==> config.mk <==
export PLATFORM = sky130hd
export DESIGN_NAME = atr_serializer
export DESIGN_NICKNAME = d
export VERILOG_FILES = /design/src/rtl/atr_pkg.sv /design/src/rtl/atr_edge_sync.sv /design/src/rtl/atr_shift_reg.sv /design/src/rtl/atr_ctrl.sv /design/src/rtl/atr_serializer.sv
export SDC_FILE = /design/constraint.sdc
export NUM_CORES = 1
export LEC_CHECK = 0
export ABC_AREA = 1
export BUFFER_PORTS_ARGS = -buffer_cell sky130_fd_sc_hd__buf_2
export CORE_ASPECT_RATIO = 0.8
export CORE_UTILIZATION = 60
export DETAILED_ROUTE_END_ITERATION = 6
export MAX_ROUTING_LAYER = met4
export PLACE_DENSITY = 0.74
export RECOVER_POWER = 25
export SLEW_MARGIN = 10
export SYNTH_ARGS = -nofsm -noshare
export SYNTH_HDL_FRONTEND = slang
export SYNTH_HIERARCHICAL = 1
export SYNTH_SLANG_ARGS = --single-unit
export TNS_END_PERCENT = 10
==> constraint.sdc <==
create_clock -name clk -period 1.7 [get_ports clk]
set_input_delay 0.085 -clock clk [delete_from_list [all_inputs] [get_ports clk]]
set_output_delay 0.085 -clock clk [all_outputs]
set_load 0.05 [all_outputs]
==> src/rtl/atr_pkg.sv <==
package atr_pkg;
    typedef enum logic [1:0] {
        ST_IDLE  = 2'd0,
        ST_ARMED = 2'd1,
        ST_SEND  = 2'd2,
        ST_DONE  = 2'd3
    } atr_state_e;
endpackage

==> src/rtl/atr_edge_sync.sv <==
module atr_edge_sync #(
    parameter int STAGES = 2
) (
    input  logic clk,
    input  logic rst_n,
    input  logic sclk_in,
    input  logic crst_in,
    output logic sclk_rise,
    output logic sclk_fall,
    output logic crst_lvl
);
    localparam int TOP = STAGES - 1;

    logic [TOP:0] sclk_sync_q;
    logic [TOP:0] crst_sync_q;
    logic         sclk_prev_q;

    always_ff @(posedge clk or negedge rst_n) begin
        if (!rst_n) begin
            sclk_sync_q <= '0;
            crst_sync_q <= '0;
            sclk_prev_q <= 1'b0;
        end else begin
            sclk_sync_q <= {sclk_sync_q[TOP-1:0], sclk_in};
            crst_sync_q <= {crst_sync_q[TOP-1:0], crst_in};
            sclk_prev_q <= sclk_sync_q[TOP];
        end
    end

    assign sclk_rise = sclk_sync_q[TOP] & ~sclk_prev_q;
    assign sclk_fall = ~sclk_sync_q[TOP] & sclk_prev_q;
    assign crst_lvl  = crst_sync_q[TOP];
endmodule

==> src/rtl/atr_shift_reg.sv <==
module atr_shift_reg #(
    parameter int               WIDTH = 32,
    parameter logic [WIDTH-1:0] INIT  = '0
) (
    input  logic clk,
    input  logic rst_n,
    input  logic load,
    input  logic shift,
    output logic bit_out
);
    logic [WIDTH-1:0] sreg_q;

    always_ff @(posedge clk or negedge rst_n) begin
        if (!rst_n) begin
            sreg_q <= '1;
        end else if (load) begin
            sreg_q <= INIT;
        end else if (shift) begin
            sreg_q <= {1'b1, sreg_q[WIDTH-1:1]};
        end
    end

    assign bit_out = sreg_q[0];
endmodule

==> src/rtl/atr_ctrl.sv <==
module atr_ctrl
    import atr_pkg::*;
#(
    parameter int BITS = 32
) (
    input  logic clk,
    input  logic rst_n,
    input  logic sclk_rise,
    input  logic sclk_fall,
    input  logic crst_lvl,
    output logic load,
    output logic shift,
    output logic oe
);
    localparam int                CNT_W = $clog2(BITS);
    localparam logic [CNT_W-1:0]  LAST  = CNT_W'(BITS - 1);

    atr_state_e       state_q, state_d;
    logic [CNT_W-1:0] cnt_q;
    logic             trigger;

    assign trigger = sclk_rise & crst_lvl;

    // state register
    always_ff @(posedge clk or negedge rst_n) begin
        if (!rst_n) begin
            state_q <= ST_IDLE;
        end else begin
            state_q <= state_d;
        end
    end

    // bit counter
    always_ff @(posedge clk or negedge rst_n) begin
        if (!rst_n) begin
            cnt_q <= '0;
        end else if (trigger) begin
            cnt_q <= '0;
        end else if (state_q == ST_SEND && sclk_fall) begin
            cnt_q <= cnt_q + 1'b1;
        end
    end

    // next-state logic
    always_comb begin
        state_d = state_q;
        if (trigger) begin
            state_d = ST_ARMED;
        end else begin
            unique case (state_q)
                ST_IDLE:  state_d = ST_IDLE;
                ST_ARMED: if (sclk_fall) state_d = ST_SEND;
                ST_SEND:  if (sclk_fall && cnt_q == LAST) state_d = ST_DONE;
                ST_DONE:  state_d = ST_DONE;
                default:  state_d = ST_IDLE;
            endcase
        end
    end

    // outputs
    always_comb begin
        load  = trigger;
        shift = 1'b0;
        oe    = 1'b0;
        unique case (state_q)
            ST_IDLE, ST_ARMED, ST_DONE: ;
            ST_SEND: begin
                oe    = 1'b1;
                shift = sclk_fall & ~trigger;
            end
            default: ;
        endcase
    end


    arm_on_trigger_chk: assert property (@(posedge clk) disable iff (!rst_n)
        trigger |=> (state_q == ST_ARMED && cnt_q == '0));


    send_after_arm_chk: assert property (@(posedge clk) disable iff (!rst_n)
        (state_q == ST_ARMED && sclk_fall) |=> (state_q == ST_SEND && cnt_q == '0));


    cnt_hold_chk: assert property (@(posedge clk) disable iff (!rst_n)
        (state_q == ST_SEND && !sclk_fall && !trigger) |=> $stable(cnt_q));


    done_hold_chk: assert property (@(posedge clk) disable iff (!rst_n)
        (state_q == ST_DONE && !trigger) |=> (state_q == ST_DONE));


    no_false_start_chk: assert property (@(posedge clk) disable iff (!rst_n)
        (state_q == ST_IDLE && !trigger) |=> (state_q == ST_IDLE));
endmodule

==> src/rtl/atr_serializer.sv <==
module atr_serializer #(
    parameter int                    ID_BYTES    = 4,
    parameter logic [ID_BYTES*8-1:0] ID_WORD     = 32'hA155_AA2C,
    parameter int                    SYNC_STAGES = 2
) (
    input  logic clk,
    input  logic rst_n,
    input  logic card_rst,
    input  logic sclk,
    output logic sda_out,
    output logic sda_oe
);
    localparam int BITS = ID_BYTES * 8;

    logic sclk_rise, sclk_fall, crst_lvl;
    logic load, shift, oe, cur_bit;

    atr_edge_sync #(.STAGES(SYNC_STAGES)) u_sync (
        .clk       (clk),
        .rst_n     (rst_n),
        .sclk_in   (sclk),
        .crst_in   (card_rst),
        .sclk_rise (sclk_rise),
        .sclk_fall (sclk_fall),
        .crst_lvl  (crst_lvl)
    );

    atr_ctrl #(.BITS(BITS)) u_ctrl (
        .clk       (clk),
        .rst_n     (rst_n),
        .sclk_rise (sclk_rise),
        .sclk_fall (sclk_fall),
        .crst_lvl  (crst_lvl),
        .load      (load),
        .shift     (shift),
        .oe        (oe)
    );

    atr_shift_reg #(.WIDTH(BITS), .INIT(ID_WORD)) u_shift (
        .clk     (clk),
        .rst_n   (rst_n),
        .load    (load),
        .shift   (shift),
        .bit_out (cur_bit)
    );

    assign sda_oe  = oe;
    assign sda_out = oe ? cur_bit : 1'b1;


    released_line_chk: assert property (@(posedge clk) disable iff (!rst_n)
        !sda_oe |-> sda_out);
endmodule

==> results.md, run 1 <==
Setup path:
- The data required time at the worst endpoint is roughly 1.9 ns.
- The signal arrival time at the worst endpoint is roughly 1.7 ns.
- The depth of the critical timing path with buffers and inverters included is 8.
- In this run the worst path has a maximum fanout of 23.
- Tracing the worst setup path back leads to its startpoint at u_sync/sclk_sync_q[1]$_DFF_PN0_.
- The delay contributed by the slowest stage of the critical path is 0.39 ns.
- The most frequent cell on the critical path is inv_2.
- The worst setup path is captured at a flop.
- The startpoint identified for the worst register-to-register timing path is u_sync/sclk_sync_q[1]$_DFF_PN0_.
- Walking the worst path, the cells encountered are inv_1, nor2_1, nand2_2, inv_2, buf_4, inv_2, nand3_1, nand2_1.
- The class of the most critical setup path is flop to flop.
- The nature of the critical path startpoint is a flop.
- On the critical path the largest part of the delay comes from buffers and inverters.
- The length in cells of the worst reg-to-reg path is 8.
- The highest-delay cell along the critical path is dfrtp_1.
- Together, buffers and inverters on the worst path number 4.

Cells and area:
- Relative to the synthesized area, the layout overhead comes to 9.925%.
- The repair_antennas step left the layout with diodes totalling 0.
- The share of the core filled with cells is 71.52%.
- After filler insertion, the fill cell instance count of the layout stands at 219.
- The finished cells cover 2023 sq um.
- In the layout the commonest cells are nand2_1, dfstp_2, nand3_1.
- The number of nets in the finished design is 210.
- The most frequent standard cell in the layout excluding fill and tap cells is nand2_1.
- The fraction of final layout cells sized beyond drive strength 1 is between 30 and 40%.
- Once layout is complete, the cells apart from fillers number around 240.

Logic synthesis:
- After synthesis, the largest area contributor takes up about 44% of total cell area.
- The largest total area in the synthesized netlist belongs to dfstp_2.
- The mean area per synthesized cell is 9.738 sq um.
- The post-synthesis sequential area ratio is 60.57%.
- By area the synthesized netlist is led by dfstp_2, dfrtp_1, nand2_1.
- Yosys printed 6 warnings.
- The total nets after synthesis is 195.
- The synthesized instance count is 189.
- Synthesis inferred 43 register bits.
- The synthesized area is 1841 sq um.
- The count of cell types in the netlist is 19.

Power and ir drop:
- The total power divided by cell area is 1247 nW/um^2.
- The static leakage is 0.9853 nW.
- The worst supply voltage drop on vdd is about 0.71 mV.
- The overall power consumption is about 2.5 mW.

Global route:
- The pin count of the biggest net entering global routing is 25.
- Global routing consumed, over all layers together, a little under a quarter of the routing resources.
- The initial antenna violation count is 0.
- The first global-routing pass estimated ~5400 um of wire.
- For this run the aggregate overflow at the end of global routing stands at 0.
- The number of global-route vias before repair was roughly 1200.

Placed design:
- Summed over all nets, the half-perimeter wirelength after detailed placement is 2031 um.
- The count of input and output buffers is 5.
- The total placed cells including tap cells is 229.
- The placement-stage cell area is 1883 sq um.
- At the placement stage, the worst setup path has a slack of around 0.16 ns.
- The congestion estimate from routability-driven global placement came to 0.7945.

Min path:
- The path class of the tightest hold or removal check is flop to flop.
- The cell depth of the worst hold path is 0.
- The hold path startpoint is u_sync/sclk_sync_q[0]$_DFF_PN0_.

Routing:
- The final routed DRC violation total is 0.
- The initial DRC count is 72.
- The final layout contains routed wiring with a total length of 3037 um.
- The routed layout has 1277 vias.
- For this run, the detailed router's first-pass iteration total came to 4.
- After detailed routing, the average wire length per cell comes to 12.50 um.
- The count of antenna-violating nets left after detailed routing is 0.
- The vias per cell is roughly 5.3.

Floorplanning:
- The die is 51.54 um tall.
- The width of the die is 63.92 um.
- The number of rows in the core area is 17.
- Once the floorplan was initialized, standard cells occupied between 60% and 70% of the core.
- The die covers 3294 sq um.
- The core region is 2829 sq um.
- For this design the top-level I/O count stands at 6.

Timing:
- The final hold violation count is 0.
- The headroom to the max-slew limit is 16.11%.
- Setup repair after global routing left no endpoint under its margin.
- The post-route minimum period is 1.474 ns.
- The final clock skew is 0.004007 ns.
- The final total negative setup slack is 0 ns.
- The final-report setup violation count is 0.
- The count of final max-slew check failures was 0.
- Once routing completed, OpenROAD measured the worst setup slack at roughly 0.23 ns.
- The worst hold slack is 0.3525 ns.
- The share of the clock period used by the worst path after layout is 86.69%.
- For the pin with the worst max-slew slack, the measured transition is approximately 1.3 ns.
- The peak clock frequency supported by timing is 0.6785 GHz.

Clocking:
- Once the clock tree was built, the resizer swapped 0 gates to a different size.
- The CTS H-tree depth is 2.
- Counting along the longest clock path gives a buffer depth of 2.
- The number of clock sinks is 43.
- In this run, CTS created clock tree buffers numbering 5.
- The clock tree root driver cell is clkbuf_8.
- After clock tree synthesis, the clock-pin slew on the worst setup and hold paths is 0.08 ns.
- TritonCTS built the clock tree.
- Clock latency on the worst-skew pair, taken at its later pin, is 0.29 ns.

Status:
- The run finished with clean final reports.

Flow run:
- Max-cap violations in this run came to 0.
==> Yosys cell counts <==
library cell,instances
a21oi_1,8
and3_1,1
buf_4,3
buf_6,6
dfrtp_1,12
dfstp_2,31
ha_1,2
inv_1,8
inv_2,3
nand2_1,70
nand2_2,1
nand3_1,28
nand3_4,1
nor2_1,9
nor2_4,1
nor2_8,1
o21ai_0,1
o21ai_2,2
xnor2_1,1
==> layout make-up <==
cell class	instances	area, sq um	area share (%)
sequential	43	1115	55.10
multi-input combinational	126	596.8	29.50
inverter	11	41.29	2.041
clock buffer	5	68.82	3.401
timing repair buffer	17	133.9	6.617
clock inverter	3	20.02	0.9895
tap	38	47.55	2.350
==> routing by layer <==
metal	vias to the layer above	global-route usage [%]	share of wire, %
li1	626	-	-
met1	619	27.99	47
met2	27	36.70	48
met3	5	5.263	4.3
met4	0	11.36	1.3
met5	-	-	0
==> where the power goes <==
| group | internal, mW | switching (mW) |
|---|---|---|
| combinational | 0.151 | 0.255 |
| clock | 0.286 | 0.346 |
| sequential | 1.35 | 0.133 |
| total | 1.79 | 0.735 |
==> repair_timing <==
item                       CTS  global route
hold endpoints to repair     4             0
buffers inserted             0             3
setup endpoints to repair    0            14
hold buffers                 3             0
==> logic make-up (layout without fill, tap and decap cells) <==
kind of cell	Yosys count	count (layout)	share of synthesized area [%]
fa+ha+maj	2	2	1.359
simple gates	112	112	27.06
xor+xnor	1	1	0.4760
compound gates	11	11	3.399
flops	43	43	60.57
buf+inv	20	36	7.138
==> sequential cells by signal, summed over array words and instances (netlist names) <==
register            flops
u_shift/sreg_q         31
u_ctrl/cnt_q            5
u_ctrl/state_q          2
u_sync/crst_sync_q      2
u_sync/sclk_sync_q      2
u_sync/sclk_prev_q      1
==> worst register-to-register path, cell delays in order (launching register included) <==
cell and delay, ns:
dfrtp_1 0.39, inv_1 0.05, nor2_1 0.04, nand2_2 0.14, inv_2 0.07, buf_4 0.19
inv_2 0.29, nand3_1 0.14, nand2_1 0.09
==> final timing paths <==
| path | endpoint | slack, ns |
|---|---|---|
| min in group asynchronous | u_ctrl/state_q[0]$_DFFE_PN0P_ | 0.58 |
| min | u_sync/sclk_sync_q[1]$_DFF_PN0_ | 0.35 |
| min reg2reg | u_sync/sclk_sync_q[1]$_DFF_PN0_ | 0.35 |
| max in group asynchronous | u_shift/sreg_q[16]$_DFFE_PN1P_ | 0.33 |
| max | u_shift/sreg_q[21]$_DFFE_PN1P_ | 0.23 |
| max reg2reg | u_shift/sreg_q[21]$_DFFE_PN1P_ | 0.23 |
Note: power is estimated with default switching activity, not from simulation.
==> inputs of run 2 (changes only) <==
--- a/config.mk
+++ b/config.mk
@@ -11,7 +11,7 @@
 export CORE_UTILIZATION = 60
 export DETAILED_ROUTE_END_ITERATION = 6
 export MAX_ROUTING_LAYER = met4
-export PLACE_DENSITY = 0.74
+export PLACE_DENSITY = 0.77
 export RECOVER_POWER = 25
 export SLEW_MARGIN = 10
 export SYNTH_ARGS = -nofsm -noshare
==> results.md, run 2 (synthesis results as in run 1) <==
Timing:
- The final critical path takes up 90.57% of the cycle.
- The final clock skew is 0.007525 ns.
- Based on the critical path, the design can be clocked at up to roughly 0.65 GHz.
- The least setup slack across all paths after layout is ~0.16 ns.
- The final hold violation count is 0.
- The slew of the pin with the lowest slew margin is 0.9809 ns.
- The final total negative setup slack is 0 ns.
- The post-route minimum period is 1.540 ns.
- Setup repair after global routing left no endpoint under its margin.
- In this run the tightest slew margin relative to its limit is between 30% and 40%.
- The tightest hold path in the finished design has a slack of 0.3572 ns.
- The count of final max-slew check failures was 0.
- The final-report setup violation count is 0.

Cells and area:
- The layout has 205 filler cells.
- The antenna diode instance count is 0.
- The number of nets in the finished design is 205.
- After routing the design area is 1997 sq um.
- The number of flip-flops in the largest register is 31.
- Cells fill between 70 and 80% of the core in the end.
- The register name with the most flops is u_shift/sreg_q.
- In the final layout, the registers with the most flip-flops are u_shift/sreg_q x31, u_ctrl/cnt_q x5.
- The post-route netlist has roughly 28% of its cells at a drive strength greater than 1.
- In the layout the commonest cells are nand2_1, dfstp_2, nand3_1.
- The most frequent standard cell in the layout excluding fill and tap cells is nand2_1.
- The number of standard cells in the final layout excluding fillers is 238.
- Summing all multi-input logic gate instances after layout gives 596.8 sq um.
- The sequential cells in the finished layout cover a total of ~1100 sq um.
- The relative area change from synthesis to final layout is 8.498%.

Clocking:
- The clock transition time at the flip-flop clock pins of the worst setup and hold paths is ~0.08 ns.
- Gates resized during post-CTS repair numbered 0.
- Counting along the longest clock path gives a buffer depth of 2.
- The clock tree from TritonCTS is built.
- The later pin in the worst-skew pair is clocked with a latency of 0.30 ns.
- The clock tree root driver cell is clkbuf_8.
- In this run the number of H-tree levels came out at 2.
- The post-CTS setup-driven buffer insertion count is 0.
- The number of clock sinks is 43.
- In this run, CTS created clock tree buffers numbering 5.

Min path:
- The hold path startpoint is u_sync/sclk_sync_q[0]$_DFF_PN0_.
- The worst min-delay path category is flop to flop.

Floorplanning:
- The initial core utilization is 65.06%.
- The die is approximately 52 um tall.
- The floorplan has 17 rows.
- The floorplan step defined a core boundary enclosing 2829 sq um.
- The width of the die is around 64 um.
- The number of I/O pins is 6.
- The floorplan step defined a die boundary enclosing roughly 3300 sq um.

Routing:
- Dividing the detail-routed via count by the number of cells gives 5.277.
- The highest layer touched by signal routing is met4.
- The met2 layer wire length in the routed design is 1455 um.
- The length of routed met3 wiring is 117 um.
- The iteration count of the initial detailed-routing pass is 4.
- The count of nets left with antenna violations once routing finished came out at 0.
- The detailed router put a total of 1416 um of wire on met1.
- The detail-routed net length per standard cell is 12.81 um.
- The final layout contains routed wiring with a total length of 3049 um.
- The total via count after detailed routing is ~1300.
- The first routing iteration left 85 violations.
- The final routed DRC violation total is 0.

Setup path:
- For the worst setup path, the data arrival time is 1.77 ns.
- The data required time at the worst endpoint is 1.93 ns.
- The endpoint type of the worst setup path is a flop.
- The startpoint of the lowest-slack register-to-register path is u_sync/sclk_sync_q[1]$_DFF_PN0_.
- The worst setup path is of the flop to flop kind.
- The nature of the critical path startpoint is a flop.
- The highest net fanout along the worst path is 24.
- For flop-to-flop paths, the worst setup slack is approximately 0.16 ns.
- The most critical setup path has its startpoint at u_sync/sclk_sync_q[1]$_DFF_PN0_.

Global route:
- The initial antenna violation count came to 0.
- Global routing used about a quarter of the available tracks across all layers.
- The aggregate global routing overflow is 0.
- The first global-routing pass estimated 5568 um of wire.
- The pin count of the biggest net entering global routing is 26.
- The number of global-route vias before repair is 1306.

Placed design:
- The global placement routability congestion is 0.8326.
- The placement-stage cell area is 1868 sq um.
- The count of input and output buffers is 5.
- The pre-CTS worst setup slack is 0.1563 ns.
- Counting tap cells, the placed design contains a total of 227 instances.
- The detailed placement HPWL is around 2000 um.

Power and ir drop:
- For this design the static power due to leakage is ~0.97 nW.
- The overall power consumption is 2.580 mW.
- The total power divided by cell area is 1292 nW/um^2.
- The worst supply voltage drop on vdd is about 0.75 mV.

Flow run:
- The tool flagged a number of max-cap violations equal to 0.

Status:
- The flow ran to the end, and the final reports show no timing, DRC or antenna violations.
## run 2: cell count changes in the layout (fill, tap and decap cells not counted)
cell | previous run | this run
clkbuf_1 | 1 | 2
buf_4 | 8 | 3
clkbuf_8 | 5 | 7
clkinv_2 | 1 | 0
clkinvlp_4 | 2 | 0
## run 2: what timing repair did
action / in CTS / in global routing
hold endpoints to repair: 14 / 0
hold buffers: 3 / 0
endpoints found under the setup margin: 0 / 0
## run 2: report_power, final
| group | internal, mW | switching [mW] | leakage, nW | total (mW) |
|---|---|---|---|---|
| sequential | 1.35 | 0.131 | 0.474 | 1.48 |
| combinational | 0.143 | 0.255 | 0.444 | 0.398 |
| clock | 0.370 | 0.328 | 0.0515 | 0.699 |
## run 2: layout make-up
cell class / instances / area share (%)
Tap cell: 38 / 2.381
Timing Repair Buffer: 12 / 4.825
Clock buffer: 8 / 5.013
Inverter: 11 / 2.068
Multi-Input combinational cell: 126 / 29.89
Sequential cell: 43 / 55.83
## run 2: worst max-delay path, cell delays in order (launching register included)
cell     delay, ns
dfrtp_1       0.40
nor2_1        0.33
nand3_4       0.16
nor2_4        0.15
buf_4         0.21
nor2_8        0.09
nand2_1       0.08
nand2_1       0.05
## run 2: final timing paths
kind	endpoint	cells after the start
worst max-delay path	u_shift/sreg_q[22]$_DFFE_PN1P_	7
worst min-delay path	u_sync/sclk_sync_q[1]$_DFF_PN0_	0
worst max register to register	u_shift/sreg_q[22]$_DFFE_PN1P_	7
worst min register to register	u_sync/sclk_sync_q[1]$_DFF_PN0_	0
max in group asynchronous	u_shift/sreg_q[30]$_DFFE_PN1P_	3
min in group asynchronous	u_ctrl/cnt_q[4]$_DFFE_PN0P_	2
## run 2: routing by layer
| metal | up-vias | track usage (%) |
|---|---|---|
| met5 | - | - |
| met1 | 611 | 26.91 |
| met2 | 26 | 40.43 |
| li1 | 613 | - |
| met3 | 6 | 5.921 |
| met4 | 0 | 15.53 |
